**src/rtl/dma_rq_pkg.sv**
```systemverilog
`timescale 1ns/1ps
package dma_rq_pkg;

    typedef enum logic [1:0] {
        SK_MEM = 2'd0,
        SK_HW  = 2'd1,
        SK_SW  = 2'd2,
        SK_IRQ = 2'd3
    } side_kind_e;

    typedef enum logic [1:0] {
        FC_DMA  = 2'd0,
        FC_SRC  = 2'd1,
        FC_DST  = 2'd2,
        FC_RSVD = 2'd3
    } flow_e;

    typedef struct packed {
        logic valid;
        logic single;
        logic last;
    } hs_req_t;

    function automatic logic kind_acks(side_kind_e k);
        return (k == SK_HW) || (k == SK_IRQ);
    endfunction

endpackage

```
**src/rtl/dma_hs_side.sv**
```systemverilog
`timescale 1ns/1ps
module dma_hs_side
    import dma_rq_pkg::*;
(
    input  logic       clk,
    input  logic       rst,
    input  logic       en,
    input  side_kind_e kind,
    input  logic       hw_req,
    input  logic       hw_single,
    input  logic       hw_last,
    input  logic       irq,
    input  logic       sw_req,
    input  logic       sw_single,
    input  logic       sw_last,
    input  logic       xfer_done,
    output hs_req_t    req,
    output logic       ack
);

    logic sw_pend, sw_sng, sw_lst, hold;

    always_ff @(posedge clk) begin
        if (rst || !en) begin
            sw_pend <= 1'b0;
            sw_sng  <= 1'b0;
            sw_lst  <= 1'b0;
            hold    <= 1'b0;
        end else begin
            if (sw_req && kind == SK_SW) begin
                sw_pend <= 1'b1;
                sw_sng  <= sw_single;
                sw_lst  <= sw_last;
            end else if (xfer_done) begin
                sw_pend <= 1'b0;
            end
            hold <= ack;
        end
    end

    always_comb begin
        ack = xfer_done && en && kind_acks(kind);
        req = '0;
        unique case (kind)
            SK_MEM: req = '{valid: 1'b1, single: 1'b0, last: 1'b0};
            SK_HW:  req = '{valid: hw_req && !hold, single: hw_single, last: hw_last};
            SK_SW:  req = '{valid: sw_pend, single: sw_sng, last: sw_lst};
            SK_IRQ: req = '{valid: irq && !hold, single: 1'b0, last: 1'b0};
            default: req = '0;
        endcase
    end

endmodule

```
**src/rtl/dma_fifo_acct.sv**
```systemverilog
`timescale 1ns/1ps
module dma_fifo_acct #(
    parameter int DEPTH = 16,
    parameter int CW    = $clog2(DEPTH + 1)
) (
    input  logic          clk,
    input  logic          rst,
    input  logic          en,
    input  logic          rd_start,
    input  logic [CW-1:0] rd_sz,
    input  logic          rd_done,
    input  logic          wr_start,
    input  logic [CW-1:0] wr_sz,
    input  logic          wr_done,
    output logic [CW-1:0] avail,
    output logic [CW-1:0] room
);

    logic [CW-1:0] rd_fly, wr_fly;
    logic [CW-1:0] add_av, sub_av, add_rm, sub_rm;

    always_comb begin
        add_av = rd_done  ? rd_fly : '0;
        sub_av = wr_start ? wr_sz  : '0;
        add_rm = wr_done  ? wr_fly : '0;
        sub_rm = rd_start ? rd_sz  : '0;
    end

    always_ff @(posedge clk) begin
        if (rst || !en) begin
            avail  <= '0;
            room   <= CW'(DEPTH);
            rd_fly <= '0;
            wr_fly <= '0;
        end else begin
            if (rd_start) rd_fly <= rd_sz;
            if (wr_start) wr_fly <= wr_sz;
            avail <= avail + add_av - sub_av;
            room  <= room + add_rm - sub_rm;
        end
    end

endmodule

```
**src/rtl/dma_blk_ctl.sv**
```systemverilog
`timescale 1ns/1ps
module dma_blk_ctl
    import dma_rq_pkg::*;
#(
    parameter int DEPTH = 16,
    parameter int BURST = 4,
    parameter int LEN_W = 12,
    parameter int CW    = $clog2(DEPTH + 1)
) (
    input  logic             clk,
    input  logic             rst,
    input  logic             en,
    input  flow_e            flow,
    input  logic             pf_limit,
    input  logic [LEN_W-1:0] blk_len,
    input  hs_req_t          src_req,
    input  hs_req_t          dst_req,
    input  logic [CW-1:0]    avail,
    input  logic [CW-1:0]    room,
    input  logic             rd_done,
    input  logic             wr_done,
    output logic             rd_start,
    output logic             rd_burst,
    output logic [CW-1:0]    rd_sz,
    output logic             wr_start,
    output logic             wr_burst,
    output logic [CW-1:0]    wr_sz,
    output logic             blk_done
);

    localparam logic [CW-1:0] BURST_C = CW'(BURST);
    localparam logic [CW-1:0] ONE_C   = CW'(1);

    logic go, dma_fc, src_fc, dst_fc;
    logic rd_busy, wr_busy, rd_end, wr_last_fly, done_r;
    logic [LEN_W-1:0] rd_cnt, rd_rem;
    logic [LEN_W:0]   rd_after;
    logic rd_small, pf_ok, flush, wr_ok, rd_end_now, drained;
    logic [CW-1:0] dst_need;

    always_comb begin
        go     = en && !rst;
        src_fc = (flow == FC_SRC);
        dst_fc = (flow == FC_DST);
        dma_fc = !src_fc && !dst_fc;

        // read sizing and gating
        rd_rem   = blk_len - rd_cnt;
        rd_small = src_req.single || (dma_fc && (rd_rem < LEN_W'(BURST)));
        rd_sz    = rd_small ? ONE_C : BURST_C;
        rd_burst = !rd_small;
        dst_need = dst_req.single ? ONE_C : BURST_C;
        pf_ok    = !(dst_fc && pf_limit) || (dst_req.valid && (avail < dst_need));
        rd_start = go && !done_r && !rd_busy && !rd_end && src_req.valid
                   && (room >= rd_sz) && pf_ok;
        rd_after = {1'b0, rd_cnt} + (LEN_W+1)'(rd_sz);
        rd_end_now = (dma_fc && (rd_after >= {1'b0, blk_len})) || (src_fc && src_req.last);

        // write sizing and gating
        flush    = rd_end && !rd_busy && !dst_fc;
        wr_burst = !dst_req.single && (avail >= BURST_C);
        wr_sz    = wr_burst ? BURST_C : ONE_C;
        wr_ok    = dst_req.valid && (avail != '0)
                   && (dst_req.single || (avail >= BURST_C) || flush);
        wr_start = go && !done_r && !wr_busy && wr_ok;

        drained  = rd_end && !rd_busy && (avail == '0) && (!wr_busy || wr_done);
        blk_done = done_r;
    end

    always_ff @(posedge clk) begin
        if (rst || !en) begin
            rd_busy     <= 1'b0;
            wr_busy     <= 1'b0;
            rd_end      <= 1'b0;
            wr_last_fly <= 1'b0;
            done_r      <= 1'b0;
            rd_cnt      <= '0;
        end else begin
            if (rd_start) begin
                rd_busy <= 1'b1;
                rd_cnt  <= rd_after[LEN_W-1:0];
                if (rd_end_now) rd_end <= 1'b1;
            end else if (rd_done) begin
                rd_busy <= 1'b0;
            end

            if (wr_start) begin
                wr_busy     <= 1'b1;
                wr_last_fly <= dst_req.last;
                if (dst_fc && dst_req.last) rd_end <= 1'b1;
            end else if (wr_done) begin
                wr_busy <= 1'b0;
            end

            if (dst_fc) begin
                if (wr_done && wr_last_fly) done_r <= 1'b1;
            end else if (drained) begin
                done_r <= 1'b1;
            end
        end
    end

endmodule

```
**src/rtl/dma_chan_reqctl.sv**
```systemverilog
`timescale 1ns/1ps
module dma_chan_reqctl
    import dma_rq_pkg::*;
#(
    parameter int DEPTH = 16,
    parameter int BURST = 4,
    parameter int LEN_W = 12
) (
    input  logic             clk,
    input  logic             rst,
    input  logic             ch_en,
    input  logic [1:0]       src_kind,
    input  logic [1:0]       dst_kind,
    input  logic [1:0]       flow_sel,
    input  logic             pf_limit,
    input  logic [LEN_W-1:0] blk_len,
    input  logic             src_hw_req,
    input  logic             src_hw_single,
    input  logic             src_hw_last,
    input  logic             src_irq,
    input  logic             src_sw_req,
    input  logic             src_sw_single,
    input  logic             src_sw_last,
    input  logic             dst_hw_req,
    input  logic             dst_hw_single,
    input  logic             dst_hw_last,
    input  logic             dst_irq,
    input  logic             dst_sw_req,
    input  logic             dst_sw_single,
    input  logic             dst_sw_last,
    input  logic             rd_done,
    input  logic             wr_done,
    output logic             rd_start,
    output logic             rd_burst,
    output logic             wr_start,
    output logic             wr_burst,
    output logic             src_ack,
    output logic             dst_ack,
    output logic             blk_done
);

    localparam int CW = $clog2(DEPTH + 1);

    hs_req_t       src_req, dst_req;
    logic [CW-1:0] avail, room, rd_sz, wr_sz;

    dma_hs_side u_src_side (
        .clk       (clk),
        .rst       (rst),
        .en        (ch_en),
        .kind      (side_kind_e'(src_kind)),
        .hw_req    (src_hw_req),
        .hw_single (src_hw_single),
        .hw_last   (src_hw_last),
        .irq       (src_irq),
        .sw_req    (src_sw_req),
        .sw_single (src_sw_single),
        .sw_last   (src_sw_last),
        .xfer_done (rd_done),
        .req       (src_req),
        .ack       (src_ack)
    );

    dma_hs_side u_dst_side (
        .clk       (clk),
        .rst       (rst),
        .en        (ch_en),
        .kind      (side_kind_e'(dst_kind)),
        .hw_req    (dst_hw_req),
        .hw_single (dst_hw_single),
        .hw_last   (dst_hw_last),
        .irq       (dst_irq),
        .sw_req    (dst_sw_req),
        .sw_single (dst_sw_single),
        .sw_last   (dst_sw_last),
        .xfer_done (wr_done),
        .req       (dst_req),
        .ack       (dst_ack)
    );

    dma_fifo_acct #(.DEPTH(DEPTH), .CW(CW)) u_acct (
        .clk      (clk),
        .rst      (rst),
        .en       (ch_en),
        .rd_start (rd_start),
        .rd_sz    (rd_sz),
        .rd_done  (rd_done),
        .wr_start (wr_start),
        .wr_sz    (wr_sz),
        .wr_done  (wr_done),
        .avail    (avail),
        .room     (room)
    );

    dma_blk_ctl #(.DEPTH(DEPTH), .BURST(BURST), .LEN_W(LEN_W), .CW(CW)) u_ctl (
        .clk      (clk),
        .rst      (rst),
        .en       (ch_en),
        .flow     (flow_e'(flow_sel)),
        .pf_limit (pf_limit),
        .blk_len  (blk_len),
        .src_req  (src_req),
        .dst_req  (dst_req),
        .avail    (avail),
        .room     (room),
        .rd_done  (rd_done),
        .wr_done  (wr_done),
        .rd_start (rd_start),
        .rd_burst (rd_burst),
        .rd_sz    (rd_sz),
        .wr_start (wr_start),
        .wr_burst (wr_burst),
        .wr_sz    (wr_sz),
        .blk_done (blk_done)
    );

endmodule

```
**config.mk**
```make
export PLATFORM = sky130hd
export DESIGN_NAME = dma_chan_reqctl
export DESIGN_NICKNAME = d
export VERILOG_FILES = /design/src/rtl/dma_rq_pkg.sv /design/src/rtl/dma_hs_side.sv /design/src/rtl/dma_fifo_acct.sv /design/src/rtl/dma_blk_ctl.sv /design/src/rtl/dma_chan_reqctl.sv
export SDC_FILE = /design/constraint.sdc
export NUM_CORES = 1
export LEC_CHECK = 0
export BUFFER_PORTS_ARGS = -buffer_cell sky130_fd_sc_hd__buf_2
export CAP_MARGIN = 40
export CELL_PAD_IN_SITES_DETAIL_PLACEMENT = 1
export CELL_PAD_IN_SITES_GLOBAL_PLACEMENT = 1
export CORE_ASPECT_RATIO = 1.75
export CORE_UTILIZATION = 35
export DETAILED_ROUTE_END_ITERATION = 8
export PLACE_DENSITY_LB_ADDON = 0.08
export SLEW_MARGIN = 40
export SYNTH_ARGS = -nofsm -noshare
export SYNTH_HDL_FRONTEND = slang
export SYNTH_SLANG_ARGS = --single-unit
```
**constraint.sdc**
```tcl
create_clock -name clk -period 8.4 [get_ports clk]
set_input_delay 0.84 -clock clk [delete_from_list [all_inputs] [get_ports clk]]
set_output_delay 0.84 -clock clk [all_outputs]
set_load 0.02 [all_outputs]
```
# After elaboration in Yosys (flattened, before gate mapping)
# Cells that the tools add are included.
# W data, S select, Z words.
# word_totals
in_bits	38
elab_cells	126
ff_bits	45
output_inout_bits	7
# classes
n_eq_ne	9
order_cmp	5
addsub	6
muxes	22
reduce_logical	66
# op_table
cell	count
$logic_and A1 B1 Y1	34
$pmux W3 S4	2
$mux W5	4
$add A12 B5 Y13	1
$ge A13 B12 Y1	1
$logic_not A1 Y1	13
$mux W1	13
$lt A12 B3 Y1 const B	1
$sub A12 B12 Y12	1
$add A5 B5 Y5	2
$eq A2 B2 Y1 const B	5
$reduce_bool A2 Y1	5
$sub A5 B5 Y5	2
$logic_or A1 B1 Y1	9
$mux W3	3
$eq A2 B1 Y1 const B	3
$ge A5 B3 Y1 const B	1
$ge A5 B5 Y1	1
$logic_not A5 Y1	1
$lt A5 B5 Y1	1
$reduce_bool A5 Y1	1
$logic_not A2 Y1	2
$ne A2 B2 Y1 const B	1
$reduce_and A2 Y1	1

# Logic depth before layout (Yosys ltp)
# logic_depth
word_depth	14
mapped_depth	25
mapped_depth_nobuf	23

# Modules after synthesis
# Synthesis repeated with hierarchy kept, for this count alone.
# hier_totals
hier_cells	424
hier_area_um2	3575.9
# modules_own_cells
mod	seq_area_each_um2	cells_each	area_per_inst_um2	instances
dma_blk_ctl	340.3	249	1930.6	1
dma_fifo_acct	400.4	129	1189.9	1
dma_hs_side	80.1	23	227.7	2

# Worst setup path before layout
# No wires, ideal clock.
# synth_timing
path_type	in2reg
start	input port blk_len[2]
end	register u_acct.room[4]
path_stages	22
t_arrival_ns	5.231
setup_time_ns	0.127
path_buffers	1
setup_slack_ns	3.042
t_required_ns	8.273
path_cell_list	ha_1 a21o_1 a31o_1 a21o_1 a2111o_1 a32o_1 nor4b_4 nand2b_1 ha_1 a32oi_1 o211a_1 a311oi_2 buf_2 nand2_1 nor2_1 fa_1 inv_1 ha_1 a21o_1 a21oi_1 xnor2_1 nand2_1
# synth_between
elab_chain_cells	10
# synth_lines
element	line_no	rtl
from (decl)	dma_chan_reqctl.sv:16	input logic [LEN_W-1:0] blk_len,
$sub A12 B12 Y12 (*)	dma_blk_ctl.sv:48	rd_rem = blk_len - rd_cnt;
$lt A12 B3 Y1 (*)	dma_blk_ctl.sv:49	rd_small = src_req.single || (dma_fc && (rd_rem < LEN_W'(BURST)));
$logic_and A1 B1 Y1 (*)	dma_blk_ctl.sv:49	
$logic_or A1 B1 Y1 (*)	dma_blk_ctl.sv:49	
via u_ctl.rd_small	dma_blk_ctl.sv:38	logic rd_small, pf_ok, flush, wr_ok, rd_end_now, drained;
$mux W3 (*)	dma_blk_ctl.sv:50	rd_sz = rd_small ? ONE_C : BURST_C;
$ge A5 B5 Y1	dma_blk_ctl.sv:55	&& (room >= rd_sz) && pf_ok;
$logic_and A1 B1 Y1 (2 in a row)	dma_blk_ctl.sv:55	
$mux W5 (*)	dma_fifo_acct.sv:26	sub_rm = rd_start ? rd_sz : '0;
$sub A5 B5 Y5 (*)	dma_fifo_acct.sv:39	room <= room + add_rm - sub_rm;
to (signal assigned)	dma_fifo_acct.sv:32	room <= CW'(DEPTH);
to (signal assigned)	dma_fifo_acct.sv:39	
to (decl)	dma_fifo_acct.sv:16	output logic [CW-1:0] room
# Mark *: on every way through the listed nets, which the timed path passes. The rest lies on a longest branch.
# A chain may end at the register's enable or synchronous reset.

# Worst setup path in the final report
# layout_timing
start	input port blk_len[6]
end	register u_acct.room[4]
# The elaborated chain is that of the path after synthesis.

==> qor.csv <==
metric;value;unit
grt_use_total;21.02;%
yosysSeqAreaShare;24.37;%
synth_seq_cells;39;
cp.required;8.54;ns
fin_crit_sh;68.03;%
grt_pass1_vias;3224;
maxCapViolCount;0;
grt_max_degree;23;
core;0.008783;sq mm
yosysTopAreaCellShare;24.37;%
gr-usage-met3;2.897;%
antenna_cells;0;
io_pins;45;
synth_commonest_cells;53 x inv_1, 44 x ha_1, 39 x dfxtp_1;
setup_viol;0;
cpPeakStageDelay;0.46;ns
cts_hold_buf;0;
r2r_slack;2.86;ns
synth.most_common_cell;inv_1;
final_util;42.15;%
worstHoldPathType;reg -> reg;
layout.nets;533;
syn-num-nets;489;
globalplace.congestion;0.7993;
start_util;36.48;%
cts_tree;built;
worstMarginPinSlew;0.7488;ns
drtIter0Drc;51;
hold_violations;0;
dr.pass1.iters;4;
cts_resized;0;
powerDensity;133.3;mW/mm^2
area_delta_synth_final;15.54;%
cts_setup_buffers;0;
portBuffers;44;
detail-route-antenna-nets;0;
hold_depth;2;
fp-row-count;45;
totalWireLength;9.243;mm
path_max_fanout;22;
netlist_instances;403;
die_x;74.33;um
synth_edf_count;0;
netlist_area;0.003204;sq mm
status;completed;
drive_above_1_share;12.95;%
max_freq;0.1750;GHz
path_cells;buf_2 > ha_1 > and2_2 > a41oi_1 > a2111o_1 > a32o_1 > nor4b_4 > nand2b_1 > ha_1 > a32oi_1 > o211a_1 > a311oi_2 > buf_4 > nand2_1 > nor2_1 > fa_1 > inv_1 > ha_1 > a21o_1 > a21oi_1 > xnor2_1 > nand2_1;
dp_hpwl;7.838;mm
wire_per_inst;16.36;um
grt_antenna_before_repair;0;
synthArstFlopShare;0;%
yosysWarningCount;0;
dpl-instance-area;0.003546;sq mm
nFillCells;1116;
irDropWorstVdd;0.1149;mV
clk_path_buf_depth;2;
post-route-min-period;5.715;ns
final-max-slew-violation-count;0;
insertion_delay;0.28;ns
yosysTopAreaCell;dfxtp_1;
final_area;0.003702;sq mm
reg2regPathDepth;22;
fin_skew;0.002652;ns
cts_buffers;5;
holdWs;0.4598;ns
drc;0;
grt_use_met2;45.03;%
num_vias;2977;
worstSetupStartpointType;input port;
busiest_layer;met2;
grt_overflow;0;
synthFlopType;dfxtp_1;
grt_setup_unrepaired;no;
cpMaxStageDelayCell;a2111o_1;
max-slew-margin-rel;49.65;%
cp-end-kind;flop;
setup_tns;0;ns
clkSinkCount;39;
p_leak;1.648;nW
cts-root-buf;clkbuf_16;
cp.arrival;5.86;ns
yosys.cell_types.count;54;
die_area;0.009557;sq mm
synth.area.top_cells;dfxtp_1 24%, ha_1 17%, inv_1 6.2%, xnor2_1 5.7%, a21oi_1 4.5%;
drt-vias-per-instance;5.269;
clk_pin_slew_worst_paths;0.06;ns
crit_top_cell;ha_1;
htreeDepth;2;
grt_pass1_wl;15.06;mm
fp.dieH;128.6;um
avgSynthCellArea;7.951;sq um
path_class;in -> reg;
grt_use_met1;18.05;%
sequential cells by signal, indices dropped and copies added (netlist names), 2 cells and up:
name           cells
u_ctl.rd_cnt      12
u_acct.wr_fly      2
u_acct.avail       5
u_acct.rd_fly      2
u_acct.room        5
cell type report:
type	instances	area (sq um)	area share [%]
timing repair buffer	46	235.2	6.354
sequential	39	780.7	21.09
clock buffer	8	156.4	4.224
tap	117	146.4	3.954
inverter	54	202.7	5.475
multi-input combinational	301	2181	58.91
final timing paths:
path | startpoint | to
min reg2reg | u_dst_side.sw_lst | u_dst_side.sw_lst
min | u_dst_side.sw_lst | u_dst_side.sw_lst
max | blk_len[6] | u_acct.room[4]
max reg2reg | u_ctl.rd_cnt[6] | u_acct.room[4]
power breakdown:
part / switching [mW] / internal [mW]
sequential: 0.00217 / 0.189
clock: 0.0737 / 0.126
combinational: 0.0599 / 0.0421
cells in the final DEF (no fill, tap or decap), types with 2 or more instances in the layout:
cell and instances:
inv_1 53, ha_1 44, buf_2 44, dfxtp_1 39, nor2_1 35, nand2_1 33, a21oi_1 29, xnor2_1 21
nand3_1 12, a21o_1 12, nor2b_1 12, o21ai_0 9, nand2b_1 9, xor2_1 7, nand4_1 7, and2_1 6
nor3_1 5, clkbuf_16 5, nor4_1 4, mux2i_1 4, a31oi_1 4, fa_1 4, nor3b_1 3, o211ai_1 3
nand3b_1 2, o21bai_1 2, a22oi_1 2, a2111oi_0 2, a211oi_1 2, a2111o_1 2, o21ai_1 2, a221oi_1 2
and3_1 2, a22o_1 2, clkbuf_8 2, buf_4 2
critical path, delay by kind of cell:
kind | cells | cell delay (ns)
compound gates | 8 | 1.90
fa+ha+maj | 4 | 1.30
xor+xnor | 1 | 0.13
simple gates | 6 | 1.19
buf+inv | 3 | 0.47
routing by layer:
layer,share of wire [%],vias to the layer above
li1,-,1472
met3,2.0,17
met4,2.7,0
met5,0,-
met2,61,48
met1,34,1440
stage by stage:
stage / setup slack (ns) / std cells / power [mW]
3_5_place_dp: 2.350 / 557 / 0.2987
6_report: 2.685 / 565 / 0.4935
3_3_place_gp: 2.401 / 557 / 0.2964
4_1_cts: 2.609 / 565 / 0.5021
5_1_grt: 2.318 / 565 / 0.5207
2_1_floorplan: 3.042 / 403 / 0.2633
cell families (layout without fill, tap and decap cells):
family	Yosys count	in the layout	share of synthesized area, %
xor+xnor	28	28	7.653
compound gates	88	88	18.63
simple gates	133	133	20.85
flops	39	39	24.37
mux	4	4	1.250
fa+ha+maj	48	48	19.68
buf+inv	63	108	7.575
Power figures use the tool's default switching activity.
